[config.mk]
export PLATFORM = sky130hd
export DESIGN_NAME = sercmd_pwr_ctrl
export DESIGN_NICKNAME = d
export VERILOG_FILES = /design/src/rtl/sercmd_pkg.sv /design/src/rtl/sc_sync.sv /design/src/rtl/sc_shift.sv /design/src/rtl/sc_ctrl.sv /design/src/rtl/sercmd_pwr_ctrl.sv
export SDC_FILE = /design/constraint.sdc
export NUM_CORES = 1
export LEC_CHECK = 0
export BUFFER_PORTS_ARGS = -buffer_cell sky130_fd_sc_hd__buf_2
export CELL_PAD_IN_SITES_DETAIL_PLACEMENT = 0
export CELL_PAD_IN_SITES_GLOBAL_PLACEMENT = 2
export CORE_ASPECT_RATIO = 0.6
export CORE_UTILIZATION = 34
export CTS_CLUSTER_DIAMETER = 150
export DETAILED_ROUTE_END_ITERATION = 10
export GPL_ROUTABILITY_DRIVEN = 0
export PLACE_DENSITY_LB_ADDON = 0.1
export SLEW_MARGIN = 10
export SYNTH_ARGS = -nofsm -noshare
export SYNTH_HDL_FRONTEND = slang
export SYNTH_SLANG_ARGS = --single-unit
export TNS_END_PERCENT = 10
[constraint.sdc]
create_clock -name clk -period 2.1 [get_ports clk]
set_input_delay 0.525 -clock clk [delete_from_list [all_inputs] [get_ports clk]]
set_output_delay 0.525 -clock clk [all_outputs]
set_load 0.02 [all_outputs]
[src/rtl/sercmd_pkg.sv]
package sercmd_pkg;
  localparam int CMD_W  = 8;
  localparam int STAT_W = 3;
  typedef logic [CMD_W-1:0] cmd_t;

  localparam cmd_t OP_PD_NOW  = 8'hE1;
  localparam cmd_t OP_PD_RAMP = 8'hA9;
  localparam cmd_t OP_PAUSE   = 8'h39;
  localparam cmd_t OP_RESUME  = 8'h1D;
  localparam logic [CMD_W-STAT_W-1:0] OP_STAT_HI = 5'b10000;
endpackage

[src/rtl/sc_sync.sv]
module sc_sync #(
  parameter int WIDTH  = 3,
  parameter int STAGES = 2
) (
  input  logic             clk,
  input  logic             rst,
  input  logic [WIDTH-1:0] din,
  input  logic [WIDTH-1:0] rst_val,
  output logic [WIDTH-1:0] dout
);
  logic [WIDTH-1:0] stage_q [STAGES];

  for (genvar s = 0; s < STAGES; s++) begin : g_stage
    always_ff @(posedge clk) begin
      if (rst) stage_q[s] <= rst_val;
      else if (s == 0) stage_q[s] <= din;
      else stage_q[s] <= stage_q[(s == 0) ? 0 : s-1];
    end
  end

  assign dout = stage_q[STAGES-1];
endmodule

[src/rtl/sc_shift.sv]
module sc_shift
  import sercmd_pkg::*;
(
  input  logic clk,
  input  logic rst,
  input  logic cs_n_s,
  input  logic sclk_s,
  input  logic sdi_s,
  output logic cmd_vld,
  output cmd_t cmd,
  output logic cs_fall
);
  localparam int CNT_W   = $clog2(CMD_W + 2);
  localparam int CNT_SAT = CMD_W + 1;

  logic             sclk_q, cs_n_q;
  logic [CNT_W-1:0] bit_cnt;
  cmd_t             shreg;
  logic             sck_rise, cs_rise, cs_dn;

  assign sck_rise = sclk_s & ~sclk_q;
  assign cs_rise  = cs_n_s & ~cs_n_q;
  assign cs_dn    = ~cs_n_s & cs_n_q;

  always_ff @(posedge clk) begin
    if (rst) begin
      sclk_q  <= 1'b0;
      cs_n_q  <= 1'b1;
      bit_cnt <= '0;
      shreg   <= '0;
      cmd_vld <= 1'b0;
      cmd     <= '0;
      cs_fall <= 1'b0;
    end else begin
      sclk_q  <= sclk_s;
      cs_n_q  <= cs_n_s;
      cmd_vld <= 1'b0;
      cs_fall <= cs_dn;
      if (cs_dn) begin
        bit_cnt <= '0;
      end else if (!cs_n_s && sck_rise) begin
        shreg <= {shreg[CMD_W-2:0], sdi_s};
        if (bit_cnt != CNT_W'(CNT_SAT)) bit_cnt <= bit_cnt + 1'b1;
      end
      if (cs_rise) begin
        cmd_vld <= (bit_cnt == CNT_W'(CMD_W));
        cmd     <= shreg;
        bit_cnt <= '0;
      end
    end
  end

  // a command is only presented right after chip select was released
  assert_vld_on_release_R1: assert property (@(posedge clk) disable iff (rst)
    cmd_vld |-> $past(cs_n_s) && cs_n_q);
endmodule

[src/rtl/sc_ctrl.sv]
module sc_ctrl
  import sercmd_pkg::*;
#(
  parameter int LVL_W     = 8,
  parameter int RAMP_STEP = 4
) (
  input  logic              clk,
  input  logic              rst,
  input  logic              cmd_vld,
  input  cmd_t              cmd,
  input  logic              cs_fall,
  input  logic              sample_tick,
  input  logic              lvl_load,
  input  logic [LVL_W-1:0]  lvl_in,
  output logic [LVL_W-1:0]  lvl,
  output logic              busy,
  output logic              paused,
  output logic              pdown,
  output logic [STAT_W-1:0] stat_sel
);
  localparam logic [LVL_W-1:0] STEP = LVL_W'(RAMP_STEP);

  always_ff @(posedge clk) begin
    if (rst) begin
      lvl      <= '0;
      busy     <= 1'b0;
      paused   <= 1'b0;
      pdown    <= 1'b0;
      stat_sel <= '0;
    end else if (busy) begin
      if (sample_tick) begin
        if (lvl <= STEP) begin
          lvl   <= '0;
          busy  <= 1'b0;
          pdown <= 1'b1;
        end else begin
          lvl <= lvl - STEP;
        end
      end
    end else begin
      if (pdown && cs_fall) pdown <= 1'b0;
      if (lvl_load && !paused && !pdown) lvl <= lvl_in;
      if (cmd_vld) begin
        case (cmd)
          OP_PD_NOW: begin
            pdown <= 1'b1;
            lvl   <= '0;
          end
          OP_PD_RAMP: busy   <= 1'b1;
          OP_PAUSE:   paused <= 1'b1;
          OP_RESUME:  paused <= 1'b0;
          default: begin
            if (cmd[CMD_W-1:STAT_W] == OP_STAT_HI) stat_sel <= cmd[STAT_W-1:0];
          end
        endcase
      end
    end
  end

  assert_busy_pdown_excl_R4: assert property (@(posedge clk) disable iff (rst)
    !(busy && pdown));

  assert_ramp_no_rise_R3: assert property (@(posedge clk) disable iff (rst)
    (busy && $past(busy)) |-> lvl <= $past(lvl));

  assert_ramp_ends_pdown_R4: assert property (@(posedge clk) disable iff (rst)
    $fell(busy) |-> pdown && lvl == '0);

  assert_pdown_zero_R11: assert property (@(posedge clk) disable iff (rst)
    pdown |-> lvl == '0);

  assert_pause_hold_R5: assert property (@(posedge clk) disable iff (rst)
    (paused && $past(paused) && !busy && !pdown && !$past(busy) && !$past(pdown))
      |-> $stable(lvl));
endmodule

[src/rtl/sercmd_pwr_ctrl.sv]
module sercmd_pwr_ctrl
  import sercmd_pkg::*;
#(
  parameter int LVL_W       = 8,
  parameter int RAMP_STEP   = 4,
  parameter int SYNC_STAGES = 2
) (
  input  logic              clk,
  input  logic              rst,
  input  logic              cs_n,
  input  logic              sclk,
  input  logic              sdi,
  input  logic              sample_tick,
  input  logic              lvl_load,
  input  logic [LVL_W-1:0]  lvl_in,
  output logic [LVL_W-1:0]  lvl_out,
  output logic              busy,
  output logic              paused,
  output logic              pdown,
  output logic [STAT_W-1:0] stat_sel
);
  logic [2:0] pins_s;
  logic       cmd_vld, cs_fall;
  cmd_t       cmd;

  sc_sync #(.WIDTH(3), .STAGES(SYNC_STAGES)) u_sync (
    .clk     (clk),
    .rst     (rst),
    .din     ({cs_n, sclk, sdi}),
    .rst_val (3'b100),
    .dout    (pins_s)
  );

  sc_shift u_shift (
    .clk     (clk),
    .rst     (rst),
    .cs_n_s  (pins_s[2]),
    .sclk_s  (pins_s[1]),
    .sdi_s   (pins_s[0]),
    .cmd_vld (cmd_vld),
    .cmd     (cmd),
    .cs_fall (cs_fall)
  );

  sc_ctrl #(.LVL_W(LVL_W), .RAMP_STEP(RAMP_STEP)) u_ctrl (
    .clk         (clk),
    .rst         (rst),
    .cmd_vld     (cmd_vld),
    .cmd         (cmd),
    .cs_fall     (cs_fall),
    .sample_tick (sample_tick),
    .lvl_load    (lvl_load),
    .lvl_in      (lvl_in),
    .lvl         (lvl_out),
    .busy        (busy),
    .paused      (paused),
    .pdown       (pdown),
    .stat_sel    (stat_sel)
  );
endmodule

* After elaboration in Yosys (flattened, before gate mapping)
Memories as Yosys holds them, arrays and structs flattened. Cells that the tools add are included. W data, S select, Z words.
Cells by class: multiplexer cells 23, add/subtract/negate cells 2, reductions and logical operators 16, magnitude comparators 1, equality and inequality tests 9, bitwise gates (word level) 12
Operators by type and width (number):
- $mux W8 | 6
- $eq A8 B8 Y1 const B | 2
- $mux W1 | 14
- $eq A8 B5 Y1 const B | 1
- $eq A8 B6 Y1 const B | 1
- $le A8 B3 Y1 const B | 1
- $sub A8 B3 Y8 const B | 1
- $not A1 Y1 | 7
- $mux W3 | 2
- $reduce_and A2 Y1 | 3
- $eq A5 B5 Y1 const B | 1
- $add A4 B1 Y4 const B | 1
- $eq A4 B4 Y1 const B | 1
- $logic_and A1 B1 Y1 | 4
- $ne A2 B2 Y1 const B | 2
- $ne A4 B4 Y1 const B | 1
- $reduce_and A4 Y1 | 1
- $reduce_or A4 Y1 | 1
- $and A1 B1 Y1 | 3
- $logic_not A1 Y1 | 3
- $reduce_and A3 Y1 | 1
- $reduce_or A3 Y1 | 1
- $or A1 B1 Y1 | 2
- $pmux W1 S2 | 1
- 2 further kinds | 2
Word-level totals: memories 1, bits in registers 38, output and inout port bits 14, input bits 15, memory bits (writable) 6, logic and storage cells 76
Memories:
- u_sync.stage_q | depth 2, width 3, read ports 2, clocked after memory_dff 0, write ports 2, line sc_sync.sv:11 | logic [WIDTH-1:0] stage_q [STAGES];

* Depth between registers and ports, before layout
depth in word-level cells 7, gate-level depth with buffers 6, mapped depth without buffers 6

* Hierarchy
A second synthesis with hierarchy kept.
Second synthesis, totals: cells, all modules 234, area total of the unflattened synthesis 2095.8 um^2
Modules (own cells, without submodules):
- sc_shift | cells an instance 113, times used 1, sequential area each 480.5 um^2, area each 940.9 um^2
- sc_ctrl | cells an instance 106, times used 1, sequential area each 280.3 um^2, area each 925.9 um^2
- sc_sync | cells an instance 13, times used 1, sequential area each 120.1 um^2, area each 221.5 um^2
- sercmd_pwr_ctrl | cells an instance 2, times used 1, sequential area each 0.0 um^2, area each 7.5 um^2

* Least setup slack after synthesis
No wires, ideal clock.
path type register to register, start point reg u_ctrl.lvl[2], end point reg u_ctrl.pdown, path buffers 0, arrival time 1.567 ns, data required time 2.026 ns, setup slack 0.459 ns, stages on the path, launching flop included 6, period minus slack after synthesis 1.641 ns, setup time 0.074 ns, cells stage by stage dfxtp_1 ha_1 nor3b_1 o2111ai_1 a211o_1 o21ai_0
On the way: cells in the longest elaborated chain, start to end 3
Ends and longest elaborated chain:
- start: declaration | line sc_ctrl.sv:15 | output logic [LVL_W-1:0] lvl,
- start signal: assignment | line sc_ctrl.sv:37 | lvl <= lvl - STEP;
- start signal: assignment | line sc_ctrl.sv:42 | if (lvl_load && !paused && !pdown) lvl <= lvl_in;
- $le A8 B3 Y1 | line sc_ctrl.sv:32 | if (lvl <= STEP) begin
- $ne A2 B2 Y1 (no line)
- $reduce_and A2 Y1 (no line)
- end signal: assignment | line sc_ctrl.sv:28 | pdown <= 1'b0;
- end signal: assignment | line sc_ctrl.sv:35 | pdown <= 1'b1;
- end signal: assignment | line sc_ctrl.sv:41 | if (pdown && cs_fall) pdown <= 1'b0;
- end: declaration | line sc_ctrl.sv:18 | output logic pdown,
No other way between the ends. A chain may end at the register's enable or synchronous reset.

* Worst setup path in the final report
start point reg u_ctrl.lvl[3], end point reg u_ctrl.pdown
Same word-level chain as after synthesis.

==> metrics <==
Max VDD drop 228.9 uV; grt total ovfl 0; Syn Nets 245; clock root cell clkbuf_8; RSZ-0062 raised after global routing no; post-layout util 41.55%; layout overhead on the synthesized area 17.53%; vias in the first global route 1439; P per Cell Area 688.6 nW/um2; Setup TNS 0 ns; minimum clock period 1.812 ns; clk_skew 0.006140 ns; Pre-antenna DRT Iters 4; Post-Syn Area 1969 um2; number of synthesized register bits 44; Post-CTS Hold Buffers 0; Data arrival, critical path 2.03 ns; CTS sink cnt 44; Post-CTS Setup Repair Bufs 0; critical path, cell by cell inv_1 -> ha_1 -> nor3b_1 -> o2111ai_1 -> a211o_1 -> o21ai_0; global-route usage over all layers 16.53%; Max Clock Freq 0.5518 GHz; EDFF count, synth 0; Fillers 602; WL/cell 13.58 um; H-tree Lvls 2; worst setup path class flip-flop to flip-flop; Chip Height 60.95 um; Starting DRT DRC Count 84; die width 100.3 um; Crit-path slowest cell nor3b_1; outcome finished clean; Residual DRC 0; DR vias 1634; Combinational Power Share 10.8%; Startpoint Class flip-flop; Net Switching 400.3 uW; initial antenna violation count 0; row cnt 21; internal power component 1194 uW; dpl hpwl 3404 um; placed inst area 2225 um2; Finished Cell Area 2315 um2; commonest non-fill, non-tap cell in the layout dfxtp_1; actual slew at the worst max-slew pin 0.5340 ns; total count of hold-check failures in the final report 0; Final Setup Violations 0; peak per-stage delay on the critical path 0.40 ns; num ports 29; Vias/cell 4.806; Leak Pwr 0.0008523 uW; Netlist cell types 44; number of diodes 0; TritonCTS Buffers 5; Final Max Tran Viols 0; async set-reset flop share out of synthesis 0%; ANT nets after route 0; synth warn 0; register share of total power 55.0%; most frequent cells in the layout 44 x dfxtp_1, 39 x nand2_1, 28 x a21oi_1, 28 x buf_2, 14 x nor2_1; total wire length 4616 um; max cap viols 0; Clk Latency, worst-skew pair 0.29 ns; Buffers on Ports 28; register area 880.8 um2; clock power share 34.1%; first-pass GRT wire length 7479 um; WHS 0.4101 ns; CTS tree built; CP Data Required Time 2.32 ns; share of the synthesized area in the top cell type 44.73%; NumNets Final 279; Synth area leaders dfxtp_1 45%, nand2_1 7.4%, a21oi_1 7.1%; Period Utilization, post-route 86.30%; Worst slew margin 64.36%; clock buffer depth 2; Post-synth top flop dfxtp_1; Core Area 5570 um2; cells after synthesis 225; share of layout cells above drive strength 1 20.77%; Multi-input gate area 1013 um2; Seq/Total Area, Yosys 44.73%; largest net degree at the start of global routing 26; Initial Util 35.35%; die area 6111 um2; switching part of the total 25.11%; Clock transition at path regs 0.08 ns; crit end category flip-flop; Post-CTS Resized 0; Tightest Hold Check Type input port to flip-flop; CP max FO 6; Syn Area/Cell 8.753 um2; cell taking the most area after synthesis dfxtp_1
==> path summary, 6_finish.rpt <==
kind | start | end | slack [ns] | depth (start not counted)
max | u_ctrl.lvl[3] | u_ctrl.pdown | 0.29 | 6
min | cs_n | u_sync.stage_q[0][2] | 0.41 | 2
max reg2reg | u_ctrl.lvl[3] | u_ctrl.pdown | 0.29 | 6
min reg2reg | u_sync.stage_q[0][2] | u_sync.stage_q[1][2] | 0.42 | 1
==> stage by stage <==
step                setup slack (ns)  total power [uW]  std cells
floorplan                     0.4589              1000        225
global placement              0.4096              1072        332
detailed placement            0.3184              1068        332
CTS                           0.2909              1623        340
global route                 0.05980              1679        340
finish                        0.2877              1594        340
==> worst max-delay path, delay by kind of cell (launching register included) <==
kind / cells / cell delay [ns]
AO/OA/AOI/OAI: 3 / 0.78
adder cells (fa/ha/maj): 1 / 0.13
flip-flops: 1 / 0.36
buffers and inverters: 1 / 0.09
AND/OR/NAND/NOR: 1 / 0.40
==> state kept, by name, summed over array words and instances (netlist names), 3 cells and up <==
register / count
u_ctrl.stat_sel: 3
u_sync.stage_q: 6
u_ctrl.lvl: 8
u_shift.shreg: 8
u_shift.cmd: 8
u_shift.bit_cnt: 4
==> power groups by stage <==
stage,clock [uW],combinational (uW),sequential (uW)
2_1_floorplan,0,93.3,907
3_3_place_gp,0,175,896
3_5_place_dp,0,172,896
4_1_cts,574,173,876
5_1_grt,605,194,880
6_report,544,173,877
==> cells by family (layout without fill, tap and decap cells) <==
family / after synthesis / in the layout / share of synthesized area (%)
xor+xnor: 2 / 2 / 0.8896
fa+ha+maj: 5 / 5 / 3.177
buf+inv: 18 / 53 / 3.812
flops: 44 / 44 / 44.73
simple gates: 99 / 99 / 28.34
mux: 8 / 8 / 4.193
compound gates: 49 / 49 / 14.87
==> cell usage after synthesis, types with 3 or more instances <==
master	number
o21ai_0	5
a21oi_1	28
inv_1	10
nor3_1	3
nor2b_1	8
nor3b_1	3
or2_2	3
nor2_1	14
clkbuf_1	5
dfxtp_1	44
nand3_1	6
a31oi_1	4
nand2_1	39
ha_1	5
nand4b_1	3
mux2i_1	6
==> per-layer routing <==
layer  track usage (%)  wire length [um]  vias up
met5                 0                 0        -
met4             5.590                30        0
met3             3.802               181        2
met2             18.69              1544       29
met1             27.95              2860      751
li1                  -                 -      852
==> area by class of cell <==
class / count / share of cell area, %
Timing Repair Buffer: 35 / 8.324
Tap cell: 80 / 4.324
Inverter: 10 / 1.622
Multi-Input combinational cell: 163 / 43.78
Sequential cell: 44 / 38.05
Clock buffer: 8 / 3.892
Note: power is estimated with default switching activity, not from simulation.
